===== src/rtl/sq_pkg.sv =====
package sq_pkg;
  // Per-entry status bits of the wait queue
  typedef struct packed {
    logic vld;       // slot occupied
    logic lock;      // lock request: excluded from aging
    logic rel_pend;  // block was reset, waiting to leave
    logic inv_pend;  // stale, invalidate not yet taken
    logic inv_done;  // invalidate already issued once
  } sq_flags_t;

  localparam sq_flags_t SQ_EMPTY = '0;
endpackage


===== src/rtl/sq_clock.sv =====
module sq_clock #(
  parameter int TS_W = 8,
  parameter int IV_W = 8
) (
  input  logic            clk,
  input  logic            rst_n,
  input  logic [IV_W-1:0] cfg_interval,
  output logic [TS_W-1:0] ts_now,
  output logic            scan_tick
);
  logic [IV_W-1:0] iv_cnt;

  assign scan_tick = (iv_cnt >= cfg_interval);

  always_ff @(posedge clk) begin
    if (!rst_n) begin
      ts_now <= '0;
      iv_cnt <= '0;
    end else begin
      ts_now <= ts_now + 1'b1;
      iv_cnt <= scan_tick ? '0 : iv_cnt + 1'b1;
    end
  end

  // with a non-zero interval that stays put, ticks never come back to back
  p_tick_gap_r6: assert property (@(posedge clk) disable iff (!rst_n)
    scan_tick && (cfg_interval != '0) ##1 (cfg_interval == $past(cfg_interval)) |-> !scan_tick);
endmodule


===== src/rtl/sq_pick.sv =====
module sq_pick #(
  parameter int N     = 4,
  parameter int IDX_W = 2
) (
  input  logic             clk,
  input  logic             rst_n,
  input  logic [N-1:0]     req,
  input  logic             out_ready,
  input  logic             rm_valid,
  input  logic [IDX_W-1:0] rm_idx,
  output logic             out_valid,
  output logic [IDX_W-1:0] out_idx
);
  logic [IDX_W-1:0] first_idx;
  logic             hold;
  logic [IDX_W-1:0] hold_idx;

  // lowest index is the oldest arrival
  always_comb begin
    first_idx = '0;
    for (int i = N - 1; i >= 0; i--)
      if (req[i]) first_idx = IDX_W'(i);
  end

  assign out_valid = hold | (|req);
  assign out_idx   = hold ? hold_idx : first_idx;

  // keep the offered slot while stalled, following it when a lower slot leaves
  always_ff @(posedge clk) begin
    if (!rst_n) begin
      hold     <= 1'b0;
      hold_idx <= '0;
    end else if (out_valid && out_ready) begin
      hold <= 1'b0;
    end else if (out_valid) begin
      if (rm_valid && rm_idx == out_idx) begin
        hold <= 1'b0;
      end else begin
        hold     <= 1'b1;
        hold_idx <= (rm_valid && rm_idx < out_idx) ? out_idx - 1'b1 : out_idx;
      end
    end
  end

  // a stalled offer stays on the same slot when nothing leaves the queue
  p_hold_steady_r9: assert property (@(posedge clk) disable iff (!rst_n)
    out_valid && !out_ready && !rm_valid |=> out_valid && (out_idx == $past(out_idx)));
endmodule


===== src/rtl/suspend_queue.sv =====
module suspend_queue
  import sq_pkg::*;
#(
  parameter int NPROC  = 4,
  parameter int ADDR_W = 6,
  parameter int PID_W  = 2,
  parameter int TS_W   = 8,
  parameter int IV_W   = 8
) (
  input  logic              clk,
  input  logic              rst_n,
  input  logic [IV_W-1:0]   cfg_interval,
  input  logic [TS_W-1:0]   cfg_age,
  input  logic              ins_valid,
  output logic              ins_ready,
  input  logic [ADDR_W-1:0] ins_addr,
  input  logic [PID_W-1:0]  ins_pid,
  input  logic              ins_lock,
  input  logic              reinit_valid,
  input  logic [ADDR_W-1:0] reinit_addr,
  output logic              rel_valid,
  input  logic              rel_ready,
  output logic [ADDR_W-1:0] rel_addr,
  output logic [PID_W-1:0]  rel_pid,
  output logic              rel_lock,
  output logic              inv_valid,
  input  logic              inv_ready,
  output logic [ADDR_W-1:0] inv_addr
);
  localparam int IDX_W = (NPROC > 1) ? $clog2(NPROC) : 1;
  localparam int CNT_W = $clog2(NPROC + 1);

  sq_flags_t         fl_q  [NPROC];
  sq_flags_t         upd   [NPROC];
  sq_flags_t         fl_n  [NPROC];
  logic [ADDR_W-1:0] ad_q  [NPROC];
  logic [ADDR_W-1:0] ad_n  [NPROC];
  logic [PID_W-1:0]  pid_q [NPROC];
  logic [PID_W-1:0]  pid_n [NPROC];
  logic [TS_W-1:0]   ts_q  [NPROC];
  logic [TS_W-1:0]   ts_n  [NPROC];
  logic [CNT_W-1:0]  count_q, count_n, cnt_mid;

  logic [TS_W-1:0]   ts_now;
  logic              scan_tick;
  logic [NPROC-1:0]  rel_req, inv_req;
  logic [IDX_W-1:0]  rel_idx, inv_idx;
  logic              rel_fire, inv_fire, ins_fire;

  sq_clock #(.TS_W(TS_W), .IV_W(IV_W)) u_clock (
    .clk(clk), .rst_n(rst_n), .cfg_interval(cfg_interval),
    .ts_now(ts_now), .scan_tick(scan_tick)
  );

  for (genvar g = 0; g < NPROC; g++) begin : g_req
    assign rel_req[g] = fl_q[g].vld & fl_q[g].rel_pend;
    assign inv_req[g] = fl_q[g].vld & fl_q[g].inv_pend;
  end

  sq_pick #(.N(NPROC), .IDX_W(IDX_W)) u_rel_pick (
    .clk(clk), .rst_n(rst_n), .req(rel_req), .out_ready(rel_ready),
    .rm_valid(1'b0), .rm_idx('0), .out_valid(rel_valid), .out_idx(rel_idx)
  );

  sq_pick #(.N(NPROC), .IDX_W(IDX_W)) u_inv_pick (
    .clk(clk), .rst_n(rst_n), .req(inv_req), .out_ready(inv_ready),
    .rm_valid(rel_fire), .rm_idx(rel_idx), .out_valid(inv_valid), .out_idx(inv_idx)
  );

  assign ins_ready = (count_q < CNT_W'(NPROC));
  assign ins_fire  = ins_valid & ins_ready;
  assign rel_fire  = rel_valid & rel_ready;
  assign inv_fire  = inv_valid & inv_ready;

  assign rel_addr = ad_q[rel_idx];
  assign rel_pid  = pid_q[rel_idx];
  assign rel_lock = fl_q[rel_idx].lock;
  assign inv_addr = ad_q[inv_idx];

  always_comb begin
    // status updates in place
    for (int i = 0; i < NPROC; i++) begin
      upd[i] = fl_q[i];
      if (fl_q[i].vld) begin
        if (reinit_valid && ad_q[i] == reinit_addr)
          upd[i].rel_pend = 1'b1;
        if (scan_tick && !fl_q[i].lock && !fl_q[i].rel_pend && !fl_q[i].inv_pend &&
            !fl_q[i].inv_done && (TS_W'(ts_now - ts_q[i]) > cfg_age))
          upd[i].inv_pend = 1'b1;
        if (inv_fire && inv_idx == IDX_W'(i)) begin
          upd[i].inv_pend = 1'b0;
          upd[i].inv_done = 1'b1;
        end
      end
    end
    // compaction on release keeps slot order equal to arrival order
    for (int i = 0; i < NPROC; i++) begin
      fl_n[i]  = upd[i];
      ad_n[i]  = ad_q[i];
      pid_n[i] = pid_q[i];
      ts_n[i]  = ts_q[i];
    end
    if (rel_fire) begin
      for (int i = 0; i < NPROC - 1; i++) begin
        if (IDX_W'(i) >= rel_idx) begin
          fl_n[i]  = upd[i+1];
          ad_n[i]  = ad_q[i+1];
          pid_n[i] = pid_q[i+1];
          ts_n[i]  = ts_q[i+1];
        end
      end
      fl_n[NPROC-1] = SQ_EMPTY;
    end
    cnt_mid = count_q - CNT_W'(rel_fire);
    // append at the tail
    if (ins_fire) begin
      for (int i = 0; i < NPROC; i++) begin
        if (CNT_W'(i) == cnt_mid) begin
          fl_n[i]      = SQ_EMPTY;
          fl_n[i].vld  = 1'b1;
          fl_n[i].lock = ins_lock;
          ad_n[i]      = ins_addr;
          pid_n[i]     = ins_pid;
          ts_n[i]      = ts_now;
        end
      end
    end
    count_n = cnt_mid + CNT_W'(ins_fire);
  end

  always_ff @(posedge clk) begin
    if (!rst_n) begin
      count_q <= '0;
      for (int i = 0; i < NPROC; i++) begin
        fl_q[i]  <= SQ_EMPTY;
        ad_q[i]  <= '0;
        pid_q[i] <= '0;
        ts_q[i]  <= '0;
      end
    end else begin
      count_q <= count_n;
      for (int i = 0; i < NPROC; i++) begin
        fl_q[i]  <= fl_n[i];
        ad_q[i]  <= ad_n[i];
        pid_q[i] <= pid_n[i];
        ts_q[i]  <= ts_n[i];
      end
    end
  end

  // occupancy never exceeds one entry per process
  p_no_overflow_r1: assert property (@(posedge clk) disable iff (!rst_n)
    count_q <= CNT_W'(NPROC));

  // an accepted insert without a release grows the queue by one
  p_accept_grows_r1: assert property (@(posedge clk) disable iff (!rst_n)
    ins_fire && !rel_fire |=> count_q == $past(count_q) + 1'b1);

  // an empty queue offers nothing
  p_idle_quiet_r4: assert property (@(posedge clk) disable iff (!rst_n)
    count_q == '0 |-> !rel_valid && !inv_valid);

  // a stalled release keeps its payload
  p_rel_hold_r9: assert property (@(posedge clk) disable iff (!rst_n)
    rel_valid && !rel_ready |=> rel_valid && $stable(rel_addr) && $stable(rel_pid) && $stable(rel_lock));

  for (genvar g = 0; g < NPROC; g++) begin : g_chk
    // lock entries never age
    p_lock_not_aged_r8: assert property (@(posedge clk) disable iff (!rst_n)
      fl_q[g].vld && fl_q[g].lock |-> !fl_q[g].inv_pend && !fl_q[g].inv_done);
    // an entry already invalidated is never stale again
    p_done_no_reflag_r7: assert property (@(posedge clk) disable iff (!rst_n)
      fl_q[g].inv_done |-> !fl_q[g].inv_pend);
  end
endmodule


===== config.mk =====
export PLATFORM = sky130hd
export DESIGN_NAME = suspend_queue
export DESIGN_NICKNAME = d
export VERILOG_FILES = /design/src/rtl/sq_pkg.sv /design/src/rtl/sq_clock.sv /design/src/rtl/sq_pick.sv /design/src/rtl/suspend_queue.sv
export SDC_FILE = /design/constraint.sdc
export NUM_CORES = 1
export LEC_CHECK = 0
export ABC_AREA = 1
export BUFFER_PORTS_ARGS = -buffer_cell sky130_fd_sc_hd__buf_4
export CAP_MARGIN = 20
export CORE_AREA = 2 2 144 146
export DETAILED_ROUTE_END_ITERATION = 10
export DIE_AREA = 0 0 146 148
export PLACE_DENSITY = 0.57
export SETUP_SLACK_MARGIN = 0.4
export SYNTH_ARGS = -nofsm -noshare
export SYNTH_HDL_FRONTEND = slang
export SYNTH_HIERARCHICAL = 1
export SYNTH_SLANG_ARGS = --single-unit

===== constraint.sdc =====
create_clock -name clk -period 5.86 [get_ports clk]
set_input_delay 0.293 -clock clk [delete_from_list [all_inputs] [get_ports clk]]
set_output_delay 0.293 -clock clk [all_outputs]
set_load 0.02 [all_outputs]

==> out/qor.csv <==
stage;metric;value;unit
sta;Final Hold Vio Count;0;
synth;Simple-Gate Fraction of Synth Area;0.188;
cells_and_area;cell area after layout;0.00888;mm²
synth;mux share of post-synthesis cell area;0;
sta;max-slew violations;0;
cells_and_area;Storage cell area;0.00218;mm²
detailed_routing;WL/cell;16.3;µm
clock_network;CTS tree;yes;
power;PwrDens;231;mW/mm²
placed_design;IO buf count;54;
synth;post-synthesis average cell area;6.94;µm²
floorplan;Chip Height;148;µm
setup_path;critical path endpoint category;register;
setup_path;crit start category;register;
detailed_routing;drt first pass iters;5;
placed_design;Place WS;2400;ps
synth;largest family of logic cells by synthesized area;compound AO/OA/AOI/OAI gates;
clock_network;CTS Sinks;109;
placed_design;Placed Area;0.00856;mm²
power;Lkg Pwr;4.16;nW
detailed_routing;detailed-route DRC error count;0;
setup_path;Worst setup startpoint;fl_q[0][4];
sta;final setup violation count;0;
clock_network;setup bufs post-CTS;0;
clock_network;CTS resizes;0;
cells_and_area;ANT cells;0;
worst_hold_path;Hold WC Path Type;primary input to register;
sta;clk_skew;17.0;ps
synth;unique cell type count in the Yosys netlist;44;
floorplan;CORE AREA;0.0200;mm²
synth;Ys Warns;6;
cells_and_area;Multi-input gate area;0.00477;mm²
detailed_routing;DR vias;7514;
sta;Worst Max-Slew Pin Slew;896;ps
power;Max VDD drop;0.159;mV
detailed_routing;1st-iter DRT viols;650;
synth;adder-cell share of the synthesized area;0.133;
synth;Syn Inst Count;1143;
outcome;outcome;complete, no violations;
global_routing;first-pass GRT wire length;38000;µm
setup_path;reg2reg end;fl_q[1][0];
cells_and_area;fillers;2126;
synth;Seq/Total Area, Yosys;0.275;
floorplan;Die Outline Area;0.0216;mm²
setup_path;kind of critical path;register to register;
sta;final hold slack;190;ps
clock_network;CTS Root Cell;clkbuf_16;
power;Tot Pwr;0.00205;W
detailed_routing;detailed-route wire length;23700;µm
sta;Final period util;0.597;
power;sw frac;0.342;
placed_design;placer congestion estimate;0.891;
sta;fin crit period;3500;ps
synth;Synth Area in XOR/XNOR;0.0430;
sta;unrepaired setup endpoints after global routing;false;
synth;mapped cell area;0.00794;mm²
sta;min setup slack post-route;2360;ps
detailed_routing;ANT nets after route;0;
power;Sequential Power Share;0.396;
clock_network;CTS Buf Count;9;
clock_network;Worst-Skew Late Latency;370;ps
global_routing;largest net degree at the start of global routing;56;
setup_path;crit path DAT;3750;ps
setup_path;flop2flop setup slack;2360;ps
synth;number of synthesized register bits;109;
cells_and_area;Syn-to-layout area delta;11.9;%
global_routing;gr ovfl total;0;
sta;Fmax;0.286;GHz
global_routing;GRT Total Usage;0.222;
clock_network;CTS Buffer Depth;2;
global_routing;vias in the first global route;6933;
power;Clk pwr share;0.328;
sta;relative slew slack;0.401;
clock_network;# hold bufs at CTS;0;
power;Logic pwr share;0.276;
global_routing;initial antenna violation count;0;
floorplan;Initial Utilization;0.396;
clock_network;clock transition at the registers of the reported paths;80;ps
cells_and_area;share of cells above drive strength 1;0.106;
power;Net Switching;0.000700;W
floorplan;I/O pin cnt;55;
setup_path;FF-to-FF Start;fl_q[0][4];
detailed_routing;via/cell ratio;5.16;
setup_path;CP required;6120;ps
setup_path;CP max FO;23;
power;P_int;0.00135;W
sta;total negative slack;0;ps
floorplan;# rows;52;
flow_run;max-cap viol count;0;
placed_design;detailed placement HPWL;17900;µm
clock_network;H-tree levels;3;
cells_and_area;nets;1301;
setup_path;FF-to-FF path depth;16;
synth;compound-gate portion of the synthesized area;0.235;
floorplan;Die Wd;146;µm
setup_path;Worst setup endpoint;fl_q[1][0];
## layout make-up
type / instances / share of cell area
Sequential cell: 109 / 0.246
Multi-Input combinational cell: 781 / 0.537
Tap cell: 270 / 0.0380
Clock inverter: 6 / 0.0103
Timing Repair Buffer: 57 / 0.0482
Clock buffer: 10 / 0.0258
Inverter: 224 / 0.0947
## sequential cells by signal, summed over array words and instances, names as in the netlist
name and flops:
u_rel_pick/hold_idx 2, ad_q 24, u_clock/iv_cnt 8, count_q 3
u_rel_pick/hold 1, u_clock/ts_now 8, pid_q 8, u_inv_pick/hold 1
ts_q 32, fl_q 20, u_inv_pick/hold_idx 2
## logic make-up after synthesis
kind of cell	after synthesis
compound gates	315
xor+xnor	39
fa+ha+maj	82
buf+inv	256
flops	109
other cells	1
simple gates	341
## cells in the mapped netlist (all sizes together)
| library cell | instances | share of area |
|---|---|---|
| nor3b | 2 | 0.0019 |
| a21oi | 122 | 0.077 |
| inv | 223 | 0.11 |
| o221ai | 11 | 0.012 |
| o211ai | 9 | 0.0085 |
| a221o | 1 | 0.0013 |
| nor3 | 12 | 0.0082 |
| buf | 14 | 0.011 |
| a221oi | 1 | 0.0011 |
| a31oi | 2 | 0.0016 |
| clkbuf | 18 | 0.0085 |
| o21ai | 109 | 0.069 |
| o32ai | 1 | 0.0011 |
| ha | 78 | 0.12 |
| nand3 | 46 | 0.032 |
| o22ai | 16 | 0.013 |
| and3 | 1 | 0.00079 |
| dfxtp | 109 | 0.27 |
| clkinv | 1 | 0.00047 |
| nor2 | 76 | 0.043 |
| a211oi | 30 | 0.038 |
| fa | 4 | 0.010 |
| xor2 | 18 | 0.020 |
| o21a | 3 | 0.0028 |
| a21o | 3 | 0.0028 |
| a22oi | 6 | 0.0057 |
| nand4 | 8 | 0.0071 |
| xnor2 | 21 | 0.023 |
| nand2 | 196 | 0.095 |
| conb | 1 | 0.00047 |
| o21bai | 1 | 0.00095 |
## power groups by stage
stage / Sequential [W] / Clock [W] / Combinational, W
global route: 0.000815 / 0.000709 / 0.000653
finish: 0.000810 / 0.000673 / 0.000565
detailed placement: 0.000827 / 0 / 0.000566
CTS: 0.000810 / 0.000686 / 0.000568
floorplan: 0.000815 / 0 / 0.000412
global placement: 0.000827 / 0 / 0.000560
## placed cells by master, fill, tap and decap left out, types with 5 or more instances in the layout
cell type / instances
a211oi_1: 14
a211oi_2: 16
a21oi_1: 122
a22oi_1: 6
buf_4: 57
clkbuf_16: 9
dfxtp_1: 109
ha_1: 78
inv_1: 210
inv_2: 13
nand2_1: 189
nand2_2: 7
nand3_1: 41
nand3_2: 5
nand4_1: 7
nor2_1: 66
nor2_4: 6
nor3_1: 11
o211ai_1: 9
o21ai_0: 95
o21ai_1: 13
o221ai_1: 11
o22ai_1: 16
xnor2_1: 21
xor2_1: 18
## metal layers
| metal | share of wire | GRT usage |
|---|---|---|
| met1 | 0.49 | 0.316 |
| met4 | 0.013 | 0.0481 |
| met3 | 0.057 | 0.0343 |
| met5 | 0 | 0 |
| met2 | 0.44 | 0.358 |
## how the worst min path moves through the flow
stage | from | end | cells past startpoint
after global routing | ins_addr[2] | ad_q[0][2] | 3
after floorplan | rst_n | u_clock/ts_now[1] | 2
after detailed placement | u_clock/iv_cnt[0] | u_clock/iv_cnt[0] | 1
final | ins_addr[2] | ad_q[0][2] | 3
after CTS | ins_addr[2] | ad_q[0][2] | 3
after global placement | u_clock/iv_cnt[0] | u_clock/iv_cnt[0] | 1
## metrics by stage
stage / utilization / std cells
after global routing: 0.443 / 1457
final: 0.443 / 1457
after global placement: 0.427 / 1441
after CTS: 0.443 / 1457
after floorplan: - / 1146
after detailed placement: 0.427 / 1441
## critical path, stage by stage (launching register included)
cell and delay, ps:
dfxtp_1 370, nand2_1 80, inv_1 60, nor2_4 120, nand2_2 80, nor2_4 120, inv_2 60, nand2_2 110
inv_1 100, ha_1 190, ha_1 230, nor2_4 170, nand3_1 660, inv_1 730, nor2_1 130, o21ai_0 110
a21oi_1 50
(Power assumes the default switching activity.)
